[src/rtl/dcd_pkg.sv]
package dcd_pkg;
  typedef enum logic [2:0] {
    ST_IDLE, ST_ADDR, ST_W0, ST_W1, ST_ACQ, ST_DONE, ST_READ
  } dcd_state_e;

  typedef enum logic [1:0] {OP_DAC, OP_OTP, OP_ACQ} dcd_op_e;

  localparam logic [2:0] SEL_OTP = 3'b010;
  localparam logic [2:0] SEL_ACQ = 3'b001;

  function automatic dcd_op_e classify(input logic [2:0] sel);
    if (sel == SEL_OTP)      return OP_OTP;
    else if (sel == SEL_ACQ) return OP_ACQ;
    else                     return OP_DAC;
  endfunction
endpackage

[src/rtl/dcd_addr_match.sv]
module dcd_addr_match #(
  parameter int BYTE_W  = 8,
  parameter int STRAP_W = 2,
  parameter logic [BYTE_W-STRAP_W-2:0] FIXED = 5'b11101
) (
  input  logic [BYTE_W-1:0]  byte_in,
  input  logic [STRAP_W-1:0] straps,
  output logic               hit,
  output logic               is_read
);
  localparam int ADDR_W = BYTE_W - 1;
  logic [ADDR_W-1:0] own_addr;

  assign own_addr = {FIXED, straps};
  assign hit      = (byte_in[BYTE_W-1:1] == own_addr);
  assign is_read  = byte_in[0];
endmodule

[src/rtl/dcd_frame_fsm.sv]
module dcd_frame_fsm
  import dcd_pkg::*;
#(
  parameter int CODE_W = 10,
  parameter int BYTE_W = 8,
  parameter logic [CODE_W-1:0] RESET_CODE = 10'd512
) (
  input  logic              clk,
  input  logic              rst_n,
  input  logic              bus_start,
  input  logic              bus_stop,
  input  logic              rx_valid,
  input  logic [BYTE_W-1:0] rx_data,
  input  logic              addr_hit,
  input  logic              addr_read,
  input  logic [CODE_W-1:0] otp_value,
  output logic              ack_valid,
  output logic              ack_assert,
  output logic [CODE_W-1:0] dac_code,
  output logic              otp_wr_req,
  output logic [CODE_W-1:0] otp_wr_data,
  output logic              acq_req,
  output logic              rd_active
);
  localparam int HI_W = CODE_W - BYTE_W;

  dcd_state_e        st;
  dcd_op_e           op;
  logic [HI_W-1:0]   hi_bits;
  logic [CODE_W-1:0] new_code;

  assign new_code  = {hi_bits, rx_data};
  assign rd_active = (st == ST_READ);

  always_ff @(posedge clk or negedge rst_n) begin
    if (!rst_n) begin
      st          <= ST_IDLE;
      op          <= OP_DAC;
      hi_bits     <= '0;
      dac_code    <= RESET_CODE;
      otp_wr_req  <= 1'b0;
      otp_wr_data <= '0;
      acq_req     <= 1'b0;
      ack_valid   <= 1'b0;
      ack_assert  <= 1'b0;
    end else begin
      ack_valid  <= 1'b0;
      otp_wr_req <= 1'b0;
      acq_req    <= 1'b0;
      if (bus_stop) begin
        if (st == ST_ACQ) begin
          acq_req  <= 1'b1;
          dac_code <= otp_value;
        end
        st <= ST_IDLE;
      end else if (bus_start) begin
        st <= ST_ADDR;
      end else if (rx_valid) begin
        ack_valid <= 1'b1;
        case (st)
          ST_ADDR: begin
            ack_assert <= addr_hit;
            if (!addr_hit)      st <= ST_IDLE;
            else if (addr_read) st <= ST_READ;
            else                st <= ST_W0;
          end
          ST_W0: begin
            ack_assert <= 1'b1;
            if (classify(rx_data[BYTE_W-1:BYTE_W-3]) == OP_ACQ) begin
              st <= ST_ACQ;
            end else begin
              op      <= classify(rx_data[BYTE_W-1:BYTE_W-3]);
              hi_bits <= rx_data[HI_W-1:0];
              st      <= ST_W1;
            end
          end
          ST_W1: begin
            ack_assert <= 1'b1;
            dac_code   <= new_code;
            if (op == OP_OTP) begin
              otp_wr_req  <= 1'b1;
              otp_wr_data <= new_code;
            end
            st <= ST_DONE;
          end
          ST_ACQ, ST_DONE: ack_assert <= 1'b1;
          default:         ack_assert <= 1'b0;
        endcase
      end
    end
  end

  assert_ack_follows_byte_R3: assert property (@(posedge clk) disable iff (!rst_n)
    ack_valid |-> $past(rx_valid));

  assert_foreign_addr_nack_R1: assert property (@(posedge clk) disable iff (!rst_n)
    (rx_valid && !bus_start && !bus_stop && st == ST_ADDR && !addr_hit)
      |=> (ack_valid && !ack_assert));

  assert_dac_hold_R6: assert property (@(posedge clk) disable iff (!rst_n)
    (dac_code != $past(dac_code)) |-> ($past(bus_stop) || ($past(rx_valid) && $past(st) == ST_W1)));

  assert_otp_mirror_R4: assert property (@(posedge clk) disable iff (!rst_n)
    otp_wr_req |-> (dac_code == otp_wr_data));

  assert_acq_load_R5: assert property (@(posedge clk) disable iff (!rst_n)
    acq_req |-> (dac_code == $past(otp_value)));

  assert_single_request_R5: assert property (@(posedge clk) disable iff (!rst_n)
    $onehot0({otp_wr_req, acq_req}));
endmodule

[src/rtl/dcd_read_frame.sv]
module dcd_read_frame #(
  parameter int CODE_W = 10,
  parameter int STAT_W = 4,
  parameter int BYTE_W = 8
) (
  input  logic              clk,
  input  logic              rst_n,
  input  logic              rd_active,
  input  logic              bus_start,
  input  logic              bus_stop,
  input  logic              tx_req,
  input  logic [STAT_W-1:0] otp_status,
  input  logic [CODE_W-1:0] dac_code,
  output logic              tx_valid,
  output logic [BYTE_W-1:0] tx_data
);
  localparam int HI_W  = CODE_W - BYTE_W;
  localparam int PAD_W = BYTE_W - STAT_W - HI_W;

  logic [1:0]        idx;
  logic [BYTE_W-1:0] ms_byte;
  logic [BYTE_W-1:0] ls_byte;

  assign ms_byte = {otp_status, {PAD_W{1'b0}}, dac_code[CODE_W-1:BYTE_W]};
  assign ls_byte = dac_code[BYTE_W-1:0];

  always_ff @(posedge clk or negedge rst_n) begin
    if (!rst_n) begin
      idx      <= '0;
      tx_valid <= 1'b0;
      tx_data  <= '0;
    end else begin
      tx_valid <= 1'b0;
      if (bus_start || bus_stop) begin
        idx <= '0;
      end else if (tx_req && rd_active) begin
        tx_valid <= 1'b1;
        case (idx)
          2'd0:    tx_data <= ms_byte;
          2'd1:    tx_data <= ls_byte;
          default: tx_data <= '0;
        endcase
        if (idx != 2'd2) idx <= idx + 2'd1;
      end
    end
  end

  assert_tx_answers_req_R7: assert property (@(posedge clk) disable iff (!rst_n)
    tx_valid |-> $past(tx_req && rd_active));
endmodule

[src/rtl/dac_cmd_decoder.sv]
module dac_cmd_decoder #(
  parameter int CODE_W = 10,
  parameter int STAT_W = 4,
  parameter int BYTE_W = 8,
  parameter logic [CODE_W-1:0] RESET_CODE = 10'd512
) (
  input  logic              clk,
  input  logic              rst_n,
  input  logic              strap_a0,
  input  logic              strap_a1,
  input  logic              bus_start,
  input  logic              bus_stop,
  input  logic              rx_valid,
  input  logic [BYTE_W-1:0] rx_data,
  input  logic              tx_req,
  input  logic [STAT_W-1:0] otp_status,
  input  logic [CODE_W-1:0] otp_value,
  output logic              ack_valid,
  output logic              ack_assert,
  output logic              tx_valid,
  output logic [BYTE_W-1:0] tx_data,
  output logic [CODE_W-1:0] dac_code,
  output logic              otp_wr_req,
  output logic [CODE_W-1:0] otp_wr_data,
  output logic              acq_req
);
  logic addr_hit;
  logic addr_read;
  logic rd_active;

  dcd_addr_match #(.BYTE_W(BYTE_W), .STRAP_W(2)) u_match (
    .byte_in (rx_data),
    .straps  ({strap_a1, strap_a0}),
    .hit     (addr_hit),
    .is_read (addr_read)
  );

  dcd_frame_fsm #(.CODE_W(CODE_W), .BYTE_W(BYTE_W), .RESET_CODE(RESET_CODE)) u_fsm (
    .clk         (clk),
    .rst_n       (rst_n),
    .bus_start   (bus_start),
    .bus_stop    (bus_stop),
    .rx_valid    (rx_valid),
    .rx_data     (rx_data),
    .addr_hit    (addr_hit),
    .addr_read   (addr_read),
    .otp_value   (otp_value),
    .ack_valid   (ack_valid),
    .ack_assert  (ack_assert),
    .dac_code    (dac_code),
    .otp_wr_req  (otp_wr_req),
    .otp_wr_data (otp_wr_data),
    .acq_req     (acq_req),
    .rd_active   (rd_active)
  );

  dcd_read_frame #(.CODE_W(CODE_W), .STAT_W(STAT_W), .BYTE_W(BYTE_W)) u_rd (
    .clk        (clk),
    .rst_n      (rst_n),
    .rd_active  (rd_active),
    .bus_start  (bus_start),
    .bus_stop   (bus_stop),
    .tx_req     (tx_req),
    .otp_status (otp_status),
    .dac_code   (dac_code),
    .tx_valid   (tx_valid),
    .tx_data    (tx_data)
  );
endmodule

[config.mk]
export PLATFORM = sky130hd
export DESIGN_NAME = dac_cmd_decoder
export DESIGN_NICKNAME = d
export VERILOG_FILES = /design/src/rtl/dcd_pkg.sv /design/src/rtl/dcd_addr_match.sv /design/src/rtl/dcd_frame_fsm.sv /design/src/rtl/dcd_read_frame.sv /design/src/rtl/dac_cmd_decoder.sv
export SDC_FILE = /design/constraint.sdc
export NUM_CORES = 1
export LEC_CHECK = 0
export BUFFER_PORTS_ARGS = -buffer_cell sky130_fd_sc_hd__buf_2
export CAP_MARGIN = 5
export CELL_PAD_IN_SITES_DETAIL_PLACEMENT = 1
export CELL_PAD_IN_SITES_GLOBAL_PLACEMENT = 1
export CORE_MARGIN = 5
export CORE_UTILIZATION = 45
export CTS_BUF_LIST = sky130_fd_sc_hd__clkbuf_4 sky130_fd_sc_hd__clkbuf_8
export CTS_CLUSTER_DIAMETER = 50
export DETAILED_ROUTE_END_ITERATION = 6
export HOLD_SLACK_MARGIN = 0.15
export PLACE_DENSITY_LB_ADDON = 0.08
export SLEW_MARGIN = 5
export SYNTH_ARGS = -nofsm -noshare
export SYNTH_HDL_FRONTEND = slang
export SYNTH_HIERARCHICAL = 1
export SYNTH_SLANG_ARGS = --single-unit
[constraint.sdc]
create_clock -name clk -period 2.6 [get_ports clk]
set_input_delay 0.26 -clock clk [delete_from_list [all_inputs] [get_ports clk]]
set_output_delay 0.26 -clock clk [all_outputs]
set_load 0.1 [all_outputs]
# --- After elaboration in Yosys (flattened, before gate mapping) ---
# Index checks and enable logic that the tools add are counted.
totals:
  regBits: 42
  latchBits: 0
  mem_bits_rw: 0
  romBits: 0
  input_bits: 30
  word_cells: 84
  memories: 0
classes:
  addsub: 1
  mul: 0
  div: 0
  magnitude_cmp: 0
  eq_ne: 15
  n_shift: 0
  muxes: 35
  bitwise_logic: 4
  reduce_logical: 17
op_table:
  columns: ["cell", "n"]
  rows:
  - ["$mux 10", 5]
  - ["$mux 2", 9]
  - ["$mux 3", 6]
  - ["$pmux 8 s2", 1]
  - ["$mux 1", 12]
  - ["$reduce_and 5->1", 2]
  - ["$eq 3x2->1 const B", 3]
  - ["$eq 3x3->1 const B", 3]
  - ["$pmux 3 s3", 1]
  - ["$reduce_bool 2->1", 4]
  - ["$eq 7x7->1", 1]
  - ["$eq 3x1->1 const B", 2]
  - ["$reduce_and 2->1", 3]
  - ["$reduce_bool 5->1", 1]
  - ["$eq 2x1->1 const B", 2]
  - ["$ne 2x1->1 const B", 2]
  - ["$not 1->1", 4]
  - ["$reduce_and 4->1", 1]
  - ["$reduce_or 4->1", 1]
  - ["$reduce_and 3->1", 1]
  - ["$reduce_bool 3->1", 1]
  - ["$add 2x1->2 const B", 1]
  - ["$eq 2x2->1 const B", 1]
  - ["$logic_not 2->1", 1]
  - ["4 further kinds", 4]

# --- Depth between registers and ports, before layout ---
logic_depth:
  word_depth: 13
  ltp_mapped: 6
  depth_no_buf: 5

# --- By module ---
# The synthesis kept the hierarchy.
modules_own_cells:
  columns: ["module", "instances", "cells_each", "area_each_um2", "seq_area_each_um2"]
  rows:
  - ["dcd_frame_fsm", 1, 107, 1497.7, 777.0]
  - ["dcd_read_frame", 1, 44, 584.3, 275.3]
  - ["dcd_addr_match", 1, 5, 43.8, 0.0]

# --- Worst setup path before layout ---
# OpenSTA, ideal clock, no wires.
synth_timing:
  kind: "flip-flop to flip-flop"
  from: "reg u_fsm.st[2]"
  to: "reg u_fsm.dac_code[0]"
  t_arrival_ns: 1.563
  slack_ns: 0.908
  stages_incl_launch_ff: 6
  path_buffers: 2
  cell_sequence: "dfrtp_1 > clkbuf_1 > or4b_1 > o21bai_1 > buf_4 > mux2_1"
synth_between:
  elab_chain_len: 3
synth_lines:
  columns: ["element", "line", "rtl"]
  rows:
  - ["start, declared", "dcd_frame_fsm.sv:27", "dcd_state_e st;"]
  - ["start signal, assigned", "dcd_frame_fsm.sv:37", "st <= ST_IDLE;"]
  - ["start signal, assigned", "dcd_frame_fsm.sv:55", "st <= ST_IDLE;"]
  - ["start signal, assigned", "dcd_frame_fsm.sv:57", "st <= ST_ADDR;"]
  - ["$eq 3x3->1 / $eq 3x2->1 (equally long branches)", "dcd_frame_fsm.sv:51, dcd_frame_fsm.sv:60", null]
  - ["$ne 2x1->1 (no line) / $reduce_bool 2->1 (equally long branches)", null, null]
  - ["$reduce_and 4->1 (no line) *", null, null]
  - ["end signal, assigned", "dcd_frame_fsm.sv:53", "dac_code <= otp_value;"]
  - ["end signal, assigned", "dcd_frame_fsm.sv:79", "dac_code <= new_code;"]
  - ["end, declared", "dcd_frame_fsm.sv:19", "output logic [CODE_W-1:0] dac_code,"]
# Every way passes the cells marked *; elsewhere a longest branch is shown, timed or not.
# A chain may end at the register's enable or synchronous reset.

# --- Worst setup path after layout ---
layout_timing:
  from: "reg u_fsm.st[2]"
  to: "reg u_rd.tx_data[1]"
layout_between:
  elab_chain_len: 3
layout_lines:
  columns: ["element", "line", "rtl"]
  rows:
  - ["$eq 3x3->1", "dcd_frame_fsm.sv:33", "assign rd_active = (st == ST_READ);"]
  - ["named net rd_active", "dac_cmd_decoder.sv:29", "logic rd_active;"]
  - ["$logic_and 1x1->1", "dcd_read_frame.sv:36", "end else if (tx_req && rd_active) begin"]
  - ["$reduce_and 2->1 (no line)", null, null]
  - ["end signal, assigned", "dcd_read_frame.sv:39", "2'd0: tx_data <= ms_byte;"]
  - ["end signal, assigned", "dcd_read_frame.sv:40", "2'd1: tx_data <= ls_byte;"]
  - ["end, declared", "dcd_read_frame.sv:15", "output logic [BYTE_W-1:0] tx_data"]
# The timed path passes the listed nets, and every way through them passes these cells.

==> metrics.md <==
| Metric | Value |
|---|---|
| TNS Setup | 0 ns |
| Most frequent cells in the layout | buf_2 (62), dfrtp_1 (41), mux2_4 (15), mux2_2 (14), mux2_1 (12) |
| Seq/Total Area, Yosys | 0.4950 |
| Clock sink count | 42 |
| CP Data Required Time | 2.77 ns |
| Worst-Skew Late Latency | 0.29 ns |
| Peak supply drop | 0.2097 mV |
| CTS root buffer | clkbuf_8 |
| Setup violations, final | 0 |
| Main combinational cell family by area after synthesis | multiplexers |
| Cells along the critical path | inv_1, nor3b_1, and4bb_1, mux2_4 |
| Slew headroom | 0.3592 |
| Arrival time at the worst endpoint | 2.10 ns |
| Initial core utilization | 0.4561 |
| Leak | 1.311 nW |
| Multi-input gate area | 988.4 um2 |
| Synth Area in Adders | 0.02354 |
| Die area | 6198 um2 |
| H-tree Lvls | 2 |
| Total wire length | 4886 um |
| DR DRC count | 0 |
| Simple-gate share of the synthesized area | 0.1142 |
| Final slew viol count | 0 |
| Aggregate global routing overflow | 0 |
| Sequential cell area | 1052 um2 |
| Final Hold Vio Count | 0 |
| Syn Inst Count | 156 |
| Initial detailed-routing violation count | 35 |
| Crit path buf inv count | 1 |
| Ports | 63 |
| Xor/xnor cell area share of the yosys netlist | 0.008240 |
| Post-layout power | 0.001249 W |
| Chip width | 78.73 um |
| Startpoint types | register |
| Clk slew on worst S/H paths | 0.08 ns |
| Final Cycle Share | 0.7391 |
| Worst Skew | 0.005909 ns |
| RD Place Congestion | 0.7938 |
| Clk buf depth | 2 |
| Slowest stage cell, crit path | and4bb_1 |
| Yosys reg bits | 42 |
| Worst Hold Class | input port to asynchronous set/reset pin |
| F_max | 0.5204 GHz |
| I/O Buffers | 62 |
| Synth warn | 6 |
| CTS tree | yes |
| Gr usage total | 0.1670 |
| Ant. Diodes | 0 |
| Compound-cell area share of the yosys netlist | 0.06592 |
| DR vias/cell | 5.286 |
| Post-CTS setup buffers | 0 |
| Row cnt | 25 |
| Post-DRT Antenna Nets | 0 |
| Setup crit end kind | register |
| Most common cell after layout, fill and taps aside | buf_2 |
| Avg Cell Area, Syn | 13.63 um2 |
| Final min period | 1.922 ns |
| CTS hold repair buffers | 0 |
| Net Count, Synth | 190 |
| Die height | 78.73 um |
| Mux cell area share after synthesis | 0.2531 |
| Yosys cell types | 38 |
| Largest stage delay, worst path | 0.63 ns |
| Detailed Routing Iterations Pass 1 | 4 |
| DR WL/cell | 17.90 um |
| Worst-margin pin slew | 0.9612 ns |
| Critical path type | register to register |
| Fillcell total | 508 |
| Status | completed |
| Synthesized cell area | 2126 um2 |
| Core area | 4661 um2 |
| Crit-path max FO | 9 |
| RSZ-0062 raised after global routing | no |
| Vias in the first global route | 1592 |
| Vias | 1443 |
| # resized after CTS | 0 |
| Initial antenna violation count | 0 |
| Max Cap Violations | 0 |
| Top delay family on crit path | simple AND/OR/NAND/NOR gates |
| Final net count | 252 |
| Largest net degree at the start of global routing | 43 |
| Cell Pwr Density | 488.7 nW/um2 |
| CTS buffer count | 5 |
| Layout cells sized above 1 | 0.4840 |
| Detailed Place HPWL | 3766 um |
| First-pass GRT wire length | 8031 um |
| P&R area growth vs syn | 20.19% |
## stage by stage
step	utilization	setup slack, ns	cell area [um2]	cells	hold WS, ns
3_3_place_gp	0.5278	0.7139	2460	265	0.4314
2_1_floorplan	-	0.9085	2126	156	-0.03559
3_5_place_dp	0.5278	0.6602	2460	265	0.4703
4_1_cts	0.5482	0.6675	2555	273	0.1507
5_1_grt	0.5482	0.5128	2555	273	0.2024
6_report	0.5482	0.6784	2555	273	0.1166
## final cells by class
cell class | instances | area share
Tap cell | 54 | 0.02644
Timing Repair Buffer | 64 | 0.1273
Sequential cell | 42 | 0.4119
Inverter | 7 | 0.01028
Multi-Input combinational cell | 98 | 0.3869
Clock inverter | 2 | 0.004897
Clock buffer | 6 | 0.03232
## Yosys cell counts (all sizes together)
cell type | instances | share of area
o31ai | 1 | 0.0035
a221oi | 1 | 0.0041
mux2i | 2 | 0.0094
and4bb | 1 | 0.0059
o21ai | 2 | 0.0047
nand2 | 6 | 0.011
buf | 7 | 0.024
or3b | 1 | 0.0053
nand2b | 1 | 0.0029
or4b | 1 | 0.0047
a31oi | 1 | 0.0029
nor4 | 3 | 0.026
nor3b | 7 | 0.025
dfstp | 1 | 0.012
a22o | 8 | 0.033
clkbuf | 2 | 0.0035
nand4 | 1 | 0.0029
o21bai | 2 | 0.0071
a211oi | 1 | 0.0035
nor2 | 2 | 0.0035
nor3 | 1 | 0.0024
and3b | 1 | 0.0041
inv | 7 | 0.012
a21oi | 1 | 0.0024
mux2 | 41 | 0.24
o32a | 1 | 0.0047
dfrtp | 41 | 0.48
xor2 | 2 | 0.0082
nor4bb | 1 | 0.0047
ha | 4 | 0.024
nand3b | 3 | 0.011
nor2b | 2 | 0.0059
## metal layers
layer  global-route usage  wire [um]  vias to the layer above
met5                    0          0                        -
met4              0.04720         41                        0
met3              0.04422        278                        4
met2               0.2937       2469                       38
met1               0.2004       2096                      714
li1                     -          -                      687
## worst paths after layout
path / slack, ns / start / depth (start not counted) / end
min: 0.12 / rst_n / 1 / u_fsm/otp_wr_req
min reg2reg: 0.51 / u_fsm/otp_wr_data[8] / 1 / u_fsm/otp_wr_data[8]
max: 0.68 / u_fsm/st[2] / 4 / u_rd/tx_data[1]
max reg2reg: 0.68 / u_fsm/st[2] / 4 / u_rd/tx_data[1]
min in group clk: 0.25 / rx_data[3] / 2 / u_fsm/otp_wr_data[3]
max in group asynchronous: 1.89 / rst_n / 1 / u_fsm/hi_bits[0]
## power by group
part	switching [W]	internal [W]
sequential	0.00000678	0.000661
clock	0.000220	0.000213
combinational	0.000101	0.0000470
total	0.000327	0.000921
## flip-flops by register name, indices dropped and copies added, names as in the netlist
| name | cells |
|---|---|
| u_rd/tx_data | 8 |
| u_fsm/ack_valid | 1 |
| u_fsm/st | 3 |
| u_rd/tx_valid | 1 |
| u_fsm/otp_wr_req | 1 |
| u_fsm/hi_bits | 2 |
| u_fsm/op | 2 |
| u_fsm/otp_wr_data | 10 |
| u_fsm/acq_req | 1 |
| u_rd/idx | 2 |
| u_fsm/ack_assert | 1 |
| u_fsm/dac_code | 10 |
## cell families after synthesis
kind of cell             after synthesis
multiplexers                          43
flip-flops                            42
AND/OR/NAND/NOR                       31
AO/OA/AOI/OAI                         18
buffers and inverters                 16
adder cells (fa/ha/maj)                4
XOR/XNOR                               2
## worst register-to-register path: stages, from the launching register on
cell,delay [ns]
dfrtp_1,0.46
inv_1,0.11
nor3b_1,0.26
and4bb_1,0.63
mux2_4,0.35
(Power assumes the default switching activity.)
